===== src/rtl/gsi_pkg.sv =====
package gsi_pkg;
  localparam int SENSE_W = 4;

  typedef enum logic [SENSE_W-1:0] {
    SNS_OFF  = 4'h0,
    SNS_RISE = 4'h8,
    SNS_FALL = 4'h9,
    SNS_HIGH = 4'hA,
    SNS_LOW  = 4'hB,
    SNS_BOTH = 4'hC
  } sense_e;

  localparam logic [7:0] ADR_ACCEPT = 8'h14;
  localparam logic [7:0] ADR_MSET   = 8'h18;
  localparam logic [7:0] ADR_MCLR   = 8'h1C;
  localparam logic [7:0] ADR_RAW    = 8'h20;
  localparam logic [7:0] ADR_STAT   = 8'h24;
  localparam logic [7:0] ADR_PCLR   = 8'h28;
  localparam logic [7:0] ADR_SENSE  = 8'h40;
endpackage


===== src/rtl/gsi_sync.sv =====
module gsi_sync #(
  parameter int W      = 32,
  parameter int STAGES = 2
) (
  input  logic         clk,
  input  logic         rst_n,
  input  logic [W-1:0] d,
  output logic [W-1:0] q
);
  logic [W-1:0] stage_q [STAGES];

  always_ff @(posedge clk or negedge rst_n) begin
    if (!rst_n) begin
      for (int s = 0; s < STAGES; s++) stage_q[s] <= '0;
    end else begin
      stage_q[0] <= d;
      for (int s = 1; s < STAGES; s++) stage_q[s] <= stage_q[s-1];
    end
  end

  assign q = stage_q[STAGES-1];
endmodule


===== src/rtl/gsi_detect.sv =====
module gsi_detect
  import gsi_pkg::*;
#(
  parameter int NPINS = 32
) (
  input  logic                     clk,
  input  logic                     rst_n,
  input  logic [NPINS-1:0]         lvl,
  input  logic [NPINS*SENSE_W-1:0] sense,
  output logic [NPINS-1:0]         evt
);
  logic [NPINS-1:0] prev_q;

  always_ff @(posedge clk or negedge rst_n) begin
    if (!rst_n) prev_q <= '0;
    else        prev_q <= lvl;
  end

  for (genvar i = 0; i < NPINS; i++) begin : g_pin
    logic [SENSE_W-1:0] code;
    assign code = sense[i*SENSE_W +: SENSE_W];
    always_comb begin
      case (code)
        SNS_RISE: evt[i] =  lvl[i] & ~prev_q[i];
        SNS_FALL: evt[i] = ~lvl[i] &  prev_q[i];
        SNS_HIGH: evt[i] =  lvl[i];
        SNS_LOW:  evt[i] = ~lvl[i];
        SNS_BOTH: evt[i] =  lvl[i] ^  prev_q[i];
        default:  evt[i] = 1'b0;
      endcase
    end
  end
endmodule


===== src/rtl/gsi_regs.sv =====
module gsi_regs
  import gsi_pkg::*;
#(
  parameter int NPINS  = 32,
  parameter int WORD_W = 32
) (
  input  logic                     clk,
  input  logic                     rst_n,
  input  logic                     wr_en,
  input  logic [7:0]               wr_addr,
  input  logic [WORD_W-1:0]        wr_data,
  input  logic [7:0]               rd_addr,
  input  logic [NPINS-1:0]         evt,
  output logic [WORD_W-1:0]        rd_data,
  output logic [NPINS-1:0]         acc,
  output logic [NPINS-1:0]         mask,
  output logic [NPINS-1:0]         pend,
  output logic [NPINS-1:0]         stat,
  output logic [NPINS*SENSE_W-1:0] sense
);
  localparam int FIELDS = WORD_W / SENSE_W;
  localparam int NWORDS = (NPINS + FIELDS - 1) / FIELDS;

  logic [WORD_W-1:0] sense_q [NWORDS];
  logic [NPINS-1:0]  wbits, pclr;

  assign wbits = wr_data[NPINS-1:0];
  assign pclr  = (wr_en && wr_addr == ADR_PCLR) ? wbits : '0;

  always_ff @(posedge clk or negedge rst_n) begin
    if (!rst_n) begin
      acc  <= '0;
      mask <= '0;
      pend <= '0;
      for (int w = 0; w < NWORDS; w++) sense_q[w] <= '0;
    end else begin
      if (wr_en && wr_addr == ADR_ACCEPT) acc <= wbits;
      if (wr_en && wr_addr == ADR_MSET)      mask <= mask | wbits;
      else if (wr_en && wr_addr == ADR_MCLR) mask <= mask & ~wbits;
      pend <= (pend | (evt & acc)) & ~pclr;
      for (int w = 0; w < NWORDS; w++)
        if (wr_en && wr_addr == ADR_SENSE + 8'(4 * w)) sense_q[w] <= wr_data;
    end
  end

  assign stat = pend & mask;

  for (genvar w = 0; w < NWORDS; w++) begin : g_flat
    localparam int HI = ((w + 1) * WORD_W > NPINS * SENSE_W) ? NPINS * SENSE_W : (w + 1) * WORD_W;
    assign sense[HI-1 : w*WORD_W] = sense_q[w][HI-w*WORD_W-1:0];
  end

  always_comb begin
    rd_data = '0;
    case (rd_addr)
      ADR_ACCEPT: rd_data = WORD_W'(acc);
      ADR_MSET:   rd_data = WORD_W'(mask);
      ADR_RAW:    rd_data = WORD_W'(pend);
      ADR_STAT:   rd_data = WORD_W'(stat);
      default:    ;
    endcase
    for (int w = 0; w < NWORDS; w++)
      if (rd_addr == ADR_SENSE + 8'(4 * w)) rd_data = sense_q[w];
  end
endmodule


===== src/rtl/gpio_sense_irq.sv =====
module gpio_sense_irq
  import gsi_pkg::*;
#(
  parameter int NPINS       = 32,
  parameter int WORD_W      = 32,
  parameter int SYNC_STAGES = 2,
  parameter int NLINES      = 2
) (
  input  logic              clk,
  input  logic              rst_n,
  input  logic [NPINS-1:0]  pin_i,
  input  logic              wr_en_i,
  input  logic [7:0]        wr_addr_i,
  input  logic [WORD_W-1:0] wr_data_i,
  input  logic [7:0]        rd_addr_i,
  output logic [WORD_W-1:0] rd_data_o,
  output logic [NLINES-1:0] irq_o
);
  localparam int PER_LINE = NPINS / NLINES;

  logic [NPINS-1:0]         lvl, evt, acc_q, mask_q, pend_q, stat;
  logic [NPINS*SENSE_W-1:0] sense_flat;

  gsi_sync #(.W(NPINS), .STAGES(SYNC_STAGES)) u_sync (
    .clk(clk), .rst_n(rst_n), .d(pin_i), .q(lvl)
  );

  gsi_detect #(.NPINS(NPINS)) u_detect (
    .clk(clk), .rst_n(rst_n), .lvl(lvl), .sense(sense_flat), .evt(evt)
  );

  gsi_regs #(.NPINS(NPINS), .WORD_W(WORD_W)) u_regs (
    .clk(clk), .rst_n(rst_n), .wr_en(wr_en_i), .wr_addr(wr_addr_i),
    .wr_data(wr_data_i), .rd_addr(rd_addr_i), .evt(evt), .rd_data(rd_data_o),
    .acc(acc_q), .mask(mask_q), .pend(pend_q), .stat(stat), .sense(sense_flat)
  );

  for (genvar l = 0; l < NLINES; l++) begin : g_line
    assign irq_o[l] = |stat[l*PER_LINE +: PER_LINE];
  end
endmodule


===== config.mk =====
export PLATFORM = sky130hd
export DESIGN_NAME = gpio_sense_irq
export DESIGN_NICKNAME = d
export VERILOG_FILES = /design/src/rtl/gsi_pkg.sv /design/src/rtl/gsi_sync.sv /design/src/rtl/gsi_detect.sv /design/src/rtl/gsi_regs.sv /design/src/rtl/gpio_sense_irq.sv
export SDC_FILE = /design/constraint.sdc
export NUM_CORES = 1
export LEC_CHECK = 0
export BUFFER_PORTS_ARGS = -buffer_cell sky130_fd_sc_hd__buf_2
export CORE_MARGIN = 4
export CORE_UTILIZATION = 50
export DETAILED_ROUTE_END_ITERATION = 7
export GPL_TIMING_DRIVEN = 0
export PLACE_DENSITY = 0.68
export SLEW_MARGIN = 20
export SYNTH_ARGS = -nofsm -noshare
export SYNTH_HDL_FRONTEND = slang
export SYNTH_HIERARCHICAL = 1
export SYNTH_SLANG_ARGS = --single-unit

===== constraint.sdc =====
create_clock -name clk -period 5.52 [get_ports clk]
set_clock_uncertainty 0.1 [all_clocks]
set_input_delay 0.552 -clock clk [delete_from_list [all_inputs] [get_ports clk]]
set_output_delay 0.552 -clock clk [all_outputs]
set_load 0.05 [all_outputs]

==> impl_results.md <==
- RePlAce Congestion: between 0.9 and 1
- CP Max Fanout: 10
- YS warnings: 6
- Cells after Synth: about 1500
- Cell with the most instances after synthesis: dfrtp_1
- Count of cells resized by post-cts repair: 0
- Per-cell routed wire length: approximately 23 um
- Design Area, Final: 19200 sq um
- Root Driver: clkbuf_16
- Tmin final: 3.87 ns
- Post-route clock period utilization: 70.1%
- FF+latch count, synth: 320
- Clock transition at the registers of the reported paths: 0.06 ns
- # DRC: 0
- Initial antenna violation count: 2
- Worst R2R Start: u_sync/q[16]
- Slowest stage cell, crit path: nor3_1
- Leak: slightly above 9 nW
- Post-route setup slack: roughly 1.7 ns
- Nets: between 1500 and 2000
- Fmax: between 200 and 300 MHz
- Drt pass-1 iters: 6
- Crit path to: rd_data_o[21]
- Syn nets: around 1600
- Routed wire length: slightly below 50000 um
- Worst-Margin Slew: roughly 1.2 ns
- Setup Viol. Count Final: 0
- R2R Setup Slk: 3.50 ns
- Fin Hold WS: about 0.026 ns
- R2R cell count: 8
- Crit. Startpoint: rd_addr_i[1]
- Buf+Inv Stages, Crit Path: 3
- ANT nets after route: 0
- Synth Cell Area: 16700 sq um
- GR Overflow Total: 0
- EDFF count, synth: 0
- Slew Limit Fails: 0
- Max-Slew Margin vs Limit: approximately 22%
- Startpoint types: input pin
- CTS Buffer Depth: 3
- Worst VDD drop: 0.202 mV
- Outcome: complete, no violations
- CTS Sinks: 320
- Critical Setup Path Class: in -> out
- Cell mode on critical path: buf_2
- Post-CTS Setup Bufs: 0
- Vias: 12776
- Overall power: 5.68 mW
- Worst skew pair latency: 0.53 ns
- Synth area leaders: dfrtp_1 (48%), mux2_2 (12%), ha_1 (4.8%)
- CTS tree: yes
- Core area: between 30000 and 40000 sq um
- CP required: approximately 4.9 ns
- Synth Area per Inst: 11.2 sq um
- Synth unique cells: 58
- DR iter-0 viols: a little over 1000
- Full die area: ~36000 sq um
- Die height: ~190 um
- Cell Chain, Critical Path: buf_2, nor3_1, and3_1, clkbuf_1, nand2_1, a32oi_2, buf_2
- H-tree levels: 2
- Die width: roughly 190 um
- Fraction of registers with async set/reset: 100%
- Vias/cell: around 6
- CP top delay family: simple AND/OR/NAND/NOR gates
- CTS Buf Count: 37
- Largest area contributor in the netlist: dfrtp_1
- Seq. cell area: around 8000 sq um
- Final core utilization: 58.6%
- Arrival @ worst endpoint: 3.22 ns
- RSZ-0062 raised after global routing: no
- Post-CTS Hold Fix Bufs: 1
- Filler cell count: 2811
- Post-synthesis sequential area ratio: between 40% and 50%
- Post-detail-place hpwl: 33900 um
- Critical R2R Capture: u_regs/pend[16]
- Vias in the first global route: ~13000
- Ports: roughly 120
- Top post-synthesis cells by count: dfrtp_1 (320), mux2_2 (171), a21oi_1 (154), inv_1 (92), ha_1 (64)
- Share of cells above drive strength 1: 25.5%
- PwrDens: 296 nW/um^2
- GRT Overall Usage: between 20% and 30%
- Area after DPL: between 15000 and 20000 sq um
- Row count: 66
- Worst hold path class: in -> reg
- Footprint of the multi-input gates: 7740 sq um
- Buffers added on ports: ~120
- Final hold violation count: 0
- Largest net degree at the start of global routing: slightly below 100
- Levels on crit path: 7
- Crit-path max cell delay: between 0.7 and 0.8 ns
- Global-route wire length before repair: around 74000 um
- Pre-CTS setup slack: 1.77 ns
- Top cell type's share of synthesized area: between 40% and 50%
- CP endpoint kind: primary output
- Max Cap Viol: 0
- Primary FF master, synth: dfrtp_1
- P&R area growth vs syn: 15.0%
- Initial Util: 51.0%
-- power by group --
group / internal [mW] / switching (mW)
clock network: 1.58 / 0.959
registers: 2.47 / 0.107
logic: 0.232 / 0.338
total: 4.28 / 1.40
-- per-layer routing --
layer / wire, um / up-vias / track usage, %
li1: - / 5688 / -
met1: 20300 / 6328 / 36.5
met2: 21700 / 615 / 41.0
met3: 4280 / 143 / 4.91
met4: 2300 / 2 / 11.7
met5: 13 / - / 0
-- worst min-delay path by stage --
stage | cells after the start | slack (ns) | end | from
2_1_floorplan | 0 | 0.16 | u_detect/prev_q[0] | rst_n
3_3_place_gp | 0 | 0.23 | u_sync/q[29] | u_sync/stage_q[61]
3_5_place_dp | 0 | 0.23 | u_sync/q[5] | u_sync/stage_q[37]
4_1_cts | 1 | 0.02 | u_sync/stage_q[59] | pin_i[27]
5_1_grt | 1 | 0.01 | u_sync/stage_q[58] | pin_i[26]
6_report | 1 | 0.03 | u_sync/stage_q[43] | pin_i[11]
-- registers in the layout (all words and copies together) (netlist names), named ones only --
signal,flops
u_regs/sense,128
u_sync/stage_q,32
u_regs/pend,32
u_sync/q,32
u_detect/prev_q,32
u_regs/acc,32
-- stage by stage --
step	TNS (ns)	std cells
global placement	-754.98	2050
finish	0	2122
floorplan	0	1493
detailed placement	0	2053
CTS	0	2120
global route	0	2121
-- cell families (layout without fill, tap and decap cells) --
family | count (synthesis) | in the layout | synth area share (%)
multiplexers | 214 | 214 | 14.7
AO/OA/AOI/OAI | 398 | 398 | 15.9
XOR/XNOR | 31 | 31 | 1.63
flip-flops | 320 | 320 | 48.0
AND/OR/NAND/NOR | 266 | 266 | 9.44
buffers and inverters | 200 | 385 | 5.50
adder cells (fa/ha/maj) | 64 | 64 | 4.80
other | 0 | 2 | 0
-- placed cells by master (no fill, tap or decap), types with 16 or more instances in the layout --
cell type    n
o21ai_0     52
a31oi_1     32
ha_1        64
mux2i_1     16
mux2_2     171
o22ai_1     31
xor2_1      26
clkbuf_16   39
inv_1       92
buf_4       33
dfrtp_1    320
nor2b_1     37
a21oi_1    154
clkbuf_1    64
nor2_1      43
a32oi_1     16
buf_2      124
nand3_1     18
and3_1      17
and2_1      19
nand2_1     33
nand2b_1    31
-- layout make-up --
| cell class | instances | area share, % |
|---|---|---|
| Inverter | 93 | 1.82 |
| Antenna cell | 2 | 0.0261 |
| Tap cell | 442 | 2.89 |
| Clock inverter | 7 | 0.725 |
| Timing Repair Buffer | 119 | 3.54 |
| Clock buffer | 59 | 5.85 |
| Multi-Input combinational cell | 973 | 40.4 |
| Sequential cell | 320 | 41.8 |
| Buffer | 107 | 2.96 |
(Power assumes the default switching activity.)
